===== src/rtl/qls_pkg.sv =====
// Shared constants and types for the lane serializer.
// Assumes a power-of-two lane count of at least four.
package qls_pkg;
    localparam int NUM_LANES = 4;
    localparam int IDX_W     = $clog2(NUM_LANES);

    typedef logic [IDX_W-1:0] lane_idx_t;

    // Lane index of the first lane used in two-lane mode (lane B)
    localparam lane_idx_t PAIR_BASE  = lane_idx_t'(1);
    localparam lane_idx_t FULL_LAST  = lane_idx_t'(NUM_LANES - 1);
    localparam lane_idx_t PAIR_LAST  = lane_idx_t'(1);
    localparam lane_idx_t FULL_HALF  = lane_idx_t'(NUM_LANES / 2);
    localparam lane_idx_t PAIR_HALF  = lane_idx_t'(1);
endpackage


===== src/rtl/qls_phase_gen.sv =====
// Frame phase divider. Counts fast cycles within a frame. The counter bits
// are the lane selects. It also produces the capture strobe, the lane index
// and the registered slow companion clock.
// Assumes pair_mode is static, or changes only while reset is held.
module qls_phase_gen
    import qls_pkg::*;
(
    input  logic      clk,
    input  logic      rst_n,
    input  logic      pair_mode,
    output lane_idx_t phase,
    output lane_idx_t lane_idx,
    output logic      capture,
    output logic      slow_clk
);
    lane_idx_t frame_last;
    lane_idx_t half_len;
    lane_idx_t phase_nxt;
    logic      slow_q;

    // Frame length and high time of the slow clock for the selected mode
    always_comb begin
        frame_last = pair_mode ? PAIR_LAST : FULL_LAST;
        half_len   = pair_mode ? PAIR_HALF : FULL_HALF;
    end

    // Next phase wraps at the last slot; the strobe marks the frame-ending edge
    always_comb begin
        capture   = (phase >= frame_last);
        phase_nxt = capture ? '0 : phase + lane_idx_t'(1);
    end

    // Phase counter, cleared by reset to the first slot
    always_ff @(posedge clk) begin
        if (!rst_n) phase <= '0;
        else        phase <= phase_nxt;
    end

    // Slow clock: high in the first half of each frame, registered so it is glitch free
    always_ff @(posedge clk) begin
        if (!rst_n) slow_q <= 1'b1;
        else        slow_q <= (phase_nxt < half_len);
    end

    // Two-lane mode offsets the slot number onto the middle lanes
    always_comb lane_idx = pair_mode ? (phase + PAIR_BASE) : phase;

    assign slow_clk = slow_q;
endmodule


===== src/rtl/qls_lane_capture.sv =====
// Input holding registers, one per lane. All lanes load together on the
// capture strobe and hold their value for the whole frame.
// Assumes the lanes are stable around the capture edge.
module qls_lane_capture
    import qls_pkg::*;
#(
    parameter int WORD_W = 12
) (
    input  logic                             clk,
    input  logic                             rst_n,
    input  logic                             load,
    input  logic [NUM_LANES-1:0][WORD_W-1:0] lanes_in,
    output logic [NUM_LANES-1:0][WORD_W-1:0] lanes_q
);
    for (genvar g = 0; g < NUM_LANES; g++) begin : g_lane
        // Hold register for one lane, loaded at the end of each frame
        always_ff @(posedge clk) begin
            if (!rst_n)    lanes_q[g] <= '0;
            else if (load) lanes_q[g] <= lanes_in[g];
        end
    end
endmodule


===== src/rtl/qls_slot_select.sv =====
// Lane multiplexer followed by the output register. Each cycle it picks
// one held lane by index and registers it onto the output.
// Assumes the lane index is always below the lane count.
module qls_slot_select
    import qls_pkg::*;
#(
    parameter int WORD_W = 12
) (
    input  logic                             clk,
    input  logic                             rst_n,
    input  lane_idx_t                        lane_idx,
    input  logic [NUM_LANES-1:0][WORD_W-1:0] lanes_q,
    output logic [WORD_W-1:0]                word_out
);
    logic [WORD_W-1:0] picked;

    // Select the held word for the current slot
    always_comb picked = lanes_q[lane_idx];

    // Re-register the chosen word before it leaves the block
    always_ff @(posedge clk) begin
        if (!rst_n) word_out <= '0;
        else        word_out <= picked;
    end
endmodule


===== src/rtl/quad_lane_serializer.sv =====
// Top of the lane serializer. It packs the four lane ports, then connects
// the phase divider, the capture registers and the slot selector.
// Assumes pair_mode is a strap, held static outside of reset.
module quad_lane_serializer
    import qls_pkg::*;
#(
    parameter int WORD_W = 12
) (
    input  logic              clk_fast,
    input  logic              rst_n,
    input  logic              pair_mode,
    input  logic [WORD_W-1:0] lane_a,
    input  logic [WORD_W-1:0] lane_b,
    input  logic [WORD_W-1:0] lane_c,
    input  logic [WORD_W-1:0] lane_d,
    output logic              slow_clk,
    output logic [WORD_W-1:0] word_out
);
    logic [NUM_LANES-1:0][WORD_W-1:0] lanes_in;
    logic [NUM_LANES-1:0][WORD_W-1:0] lanes_q;
    lane_idx_t phase;
    lane_idx_t lane_idx;
    logic      capture;

    // Pack lane ports so that index 0 is lane A
    always_comb begin
        lanes_in[0] = lane_a;
        lanes_in[1] = lane_b;
        lanes_in[2] = lane_c;
        lanes_in[3] = lane_d;
    end

    qls_phase_gen u_phase (
        .clk       (clk_fast),
        .rst_n     (rst_n),
        .pair_mode (pair_mode),
        .phase     (phase),
        .lane_idx  (lane_idx),
        .capture   (capture),
        .slow_clk  (slow_clk)
    );

    qls_lane_capture #(.WORD_W(WORD_W)) u_capture (
        .clk      (clk_fast),
        .rst_n    (rst_n),
        .load     (capture),
        .lanes_in (lanes_in),
        .lanes_q  (lanes_q)
    );

    qls_slot_select #(.WORD_W(WORD_W)) u_select (
        .clk      (clk_fast),
        .rst_n    (rst_n),
        .lane_idx (lane_idx),
        .lanes_q  (lanes_q),
        .word_out (word_out)
    );
endmodule


===== config.mk =====
export PLATFORM = sky130hd
export DESIGN_NAME = quad_lane_serializer
export DESIGN_NICKNAME = d
export VERILOG_FILES = /design/src/rtl/qls_pkg.sv /design/src/rtl/qls_phase_gen.sv /design/src/rtl/qls_lane_capture.sv /design/src/rtl/qls_slot_select.sv /design/src/rtl/quad_lane_serializer.sv
export SDC_FILE = /design/constraint.sdc
export NUM_CORES = 1
export LEC_CHECK = 0
export CAP_MARGIN = 20
export CORE_UTILIZATION = 35
export CTS_CLUSTER_SIZE = 30
export DETAILED_ROUTE_END_ITERATION = 16
export GPL_ROUTABILITY_DRIVEN = 0
export GPL_TIMING_DRIVEN = 0
export PLACE_DENSITY_LB_ADDON = 0.25
export SLEW_MARGIN = 20
export SYNTH_ARGS = -nofsm -noshare
export SYNTH_HDL_FRONTEND = slang
export SYNTH_SLANG_ARGS = --single-unit

===== constraint.sdc =====
create_clock -name clk_fast -period 1.8 [get_ports clk_fast]
set_input_delay 0.27 -clock clk_fast [delete_from_list [all_inputs] [get_ports clk_fast]]
set_output_delay 0.27 -clock clk_fast [all_outputs]
set_load 0.02 [all_outputs]

==> flow_summary_export.csv <==
group,metric,value,unit
synth,synth_seq_area_share,0.476,
critical_path,critical_path.max_fanout,10,
timing,finalMaxSlewViolations,0,
critical_path,ff2ff_path_depth,7,
clock_network,clk_latency,0.33,ns
synth,synthFlopType,"dfxtp_1",
synth,yosysTopAreaCell,"dfxtp_1",
floorplan,pin_count,64,
timing,rsz0062_at_grt,"false",
timing,layout_min_cycle_time,1.71,ns
synth,netlist.area_leader.share,0.476,
placed_design,portBuffers,62,
flow_run,max-cap-violations,0,
global_routing,grt_pass1_vias,2153,
layout,fin_nets,418,
floorplan,fp-row-count,31,
worst_hold_path,min_path_cells,3,
timing,slew_headroom,0.661,
timing,finalClockSkew,0.00868,ns
clock_network,cts_tree,"yes",
floorplan,dieArea,0.00792,mm^2
power,cellPowerDensity,1020,mW/mm^2
floorplan,coreArea,0.00729,mm^2
synth,synthCells,292,
route,first_iter_violations,66,
synth,syn_area,0.00265,mm^2
critical_path,crit_type,"register to register",
synth,synth_edf_count,0,
critical_path,arrival,1.98,ns
layout,area_growth,35.4,%
route,drc_errors,0,
layout,drive_gt1_frac,0.0892,
floorplan,die_h,89.0,um
route,ant_nets,0,
global_routing,antenna_found_initial,0,
route,drtPass1Iterations,5,
clock_network,cts_root_buf,"clkbuf_8",
route,wl_per_cell,13.6,um
clock_network,h-tree-depth,3,
synth,synth_cell_types,29,
synth,synthTopCellsByArea,"dfxtp_1 48%, nand2_1 14%, a21boi_1 8.8%",
timing,fmax,0.585,GHz
synth,async_flop_share,0,
timing,setup-violations-final,0,
route,finalWirelength,6.38,mm
route,vias,2185,
power,p_leak,1.31,nW
critical_path,worst_setup_path_end_kind,"register",
synth,ys_warn_count,0,
layout,layoutNonFillerInstCount,469,
run_status,status,"finished clean",
synth,synth_most_common_cell,"nand2_1",
global_routing,gr-usage-all-layers,0.177,
placed_design,dpl.hpwl,4.63,mm
global_routing,grt_pass1_wl,10.3,mm
timing,hold_viol,0,
timing,tightest_slew,0.509,ns
floorplan,chipWidth,89.0,um
synth,synthTopCellsByCount,"98 x nand2_1, 63 x dfxtp_1, 31 x a21boi_1",
floorplan,initial_core_util,0.363,
route,viasPerCell,4.66,
placed_design,dp_cells,453,
timing,period_share,0.950,
layout,n_antenna_cell,0,
clock_network,numClockSinks,63,
clock_network,ctsHoldBuffers,0,
timing,setup-tns-final,0,ns
critical_path,cp.required,2.07,ns
synth,synth_seq_cells,63,
synth,syn_avg_cell_area,9.07,um^2
placed_design,dpl_worst_slack,-0.433,ns
synth,synth_nets,345,
clock_network,clockBufferDepth,2,
clock_network,cts_buffers,9,
critical_path,worst_setup_path_start_kind,"register",
layout,fill_cells,738,
global_routing,grt_max_degree,11,
worst_hold_path,hold_path.class,"primary input to register",
timing,worst_slack,0.0896,ns
global_routing,grt_remaining_overflow,0,
power,ir_drop,0.000412,V
clock_network,path_clk_slew,0.06,ns
-- cell type report --
type,instances,area [um^2],share of cell area
Buffer,23,133,0.0370
Clock buffer,12,145,0.0405
Clock inverter,4,45.0,0.0126
Multi-Input combinational cell,206,1260,0.351
Sequential cell,63,1260,0.352
Tap cell,99,124,0.0345
Timing Repair Buffer,62,619,0.173
-- power by group --
group,switching [W],leakage (nW),internal (W)
Combinational,0.000448,0.695,0.000416
Sequential,0.0000727,0.516,0.00155
Clock,0.000512,0.100,0.000671
-- per-layer routing --
layer / track usage / up-vias / wire length [um]
met5: 0 / - / 0
met4: 0.0433 / 0 / 59
met3: 0.0554 / 5 / 291
met2: 0.283 / 55 / 2950
met1: 0.233 / 988 / 3070
li1: - / 1137 / -
-- flip-flops by register name (all words and copies together), names as in the netlist --
register,count
u_capture.lanes_q,48
u_phase.phase,2
u_phase.slow_clk,1
u_select.word_out,12
-- cells in the final DEF (no fill, tap or decap), types with 2 or more instances in the layout --
cell type	count
nand2_1	98
dfxtp_1	63
clkdlybuf4s50_1	61
a21boi_1	31
a21boi_0	27
clkbuf_1	12
mux2i_1	12
o221a_1	10
clkbuf_8	10
buf_4	5
buf_2	4
buf_6	3
and2_1	3
clkinv_2	3
a21o_1	2
o31ai_1	2
mux2_2	2
o22ai_1	2
nor3_1	2
ha_1	2
-- final timing paths --
path / startpoint / to / slack [ns]
max: u_phase.phase[1] / u_phase.slow_clk / 0.09
min: rst_n / u_select.word_out[2] / 0.43
max reg2reg: u_phase.phase[1] / u_phase.slow_clk / 0.09
min reg2reg: u_capture.lanes_q[45] / u_capture.lanes_q[45] / 0.45
-- logic make-up (layout without fill, tap and decap cells) --
group,count (synthesis),in the layout,share of synthesized area
XOR/XNOR,2,2,0.00661
multiplexers,14,14,0.0539
AND/OR/NAND/NOR,111,111,0.171
buffers and inverters,23,101,0.0491
flip-flops,63,63,0.476
AO/OA/AOI/OAI,77,77,0.234
adder cells (fa/ha/maj),2,2,0.00945
-- what timing repair did --
| item | 4_1_cts | 5_1_grt |
|---|---|---|
| setup buffers | 0 | 0 |
| endpoints found under the hold margin | 0 | 0 |
| gates resized for setup | 2 | 2 |
| setup endpoints to repair | 1 | 3 |
| pin swaps | 1 | 0 |
-- critical path: stages, from the launching register on --
cell and delay (ns):
dfxtp_1 0.33, ha_1 0.32, a21o_1 0.23, buf_4 0.19, nor2_2 0.13, ha_1 0.23
a21o_1 0.16, nand2_1 0.06
-- per-stage QoR --
step	util	hold WS (ns)	total power [W]	cell area (um^2)
after detailed placement	0.465	0.442	0.00252	3390
after global placement	0.465	0.437	0.00251	3390
after CTS	0.492	0.415	0.00372	3580
after global routing	0.492	0.446	0.00389	3590
after floorplan	-	0.409	0.00217	2650
final	0.492	0.433	0.00367	3590
Note: power is estimated with default switching activity, not from simulation.
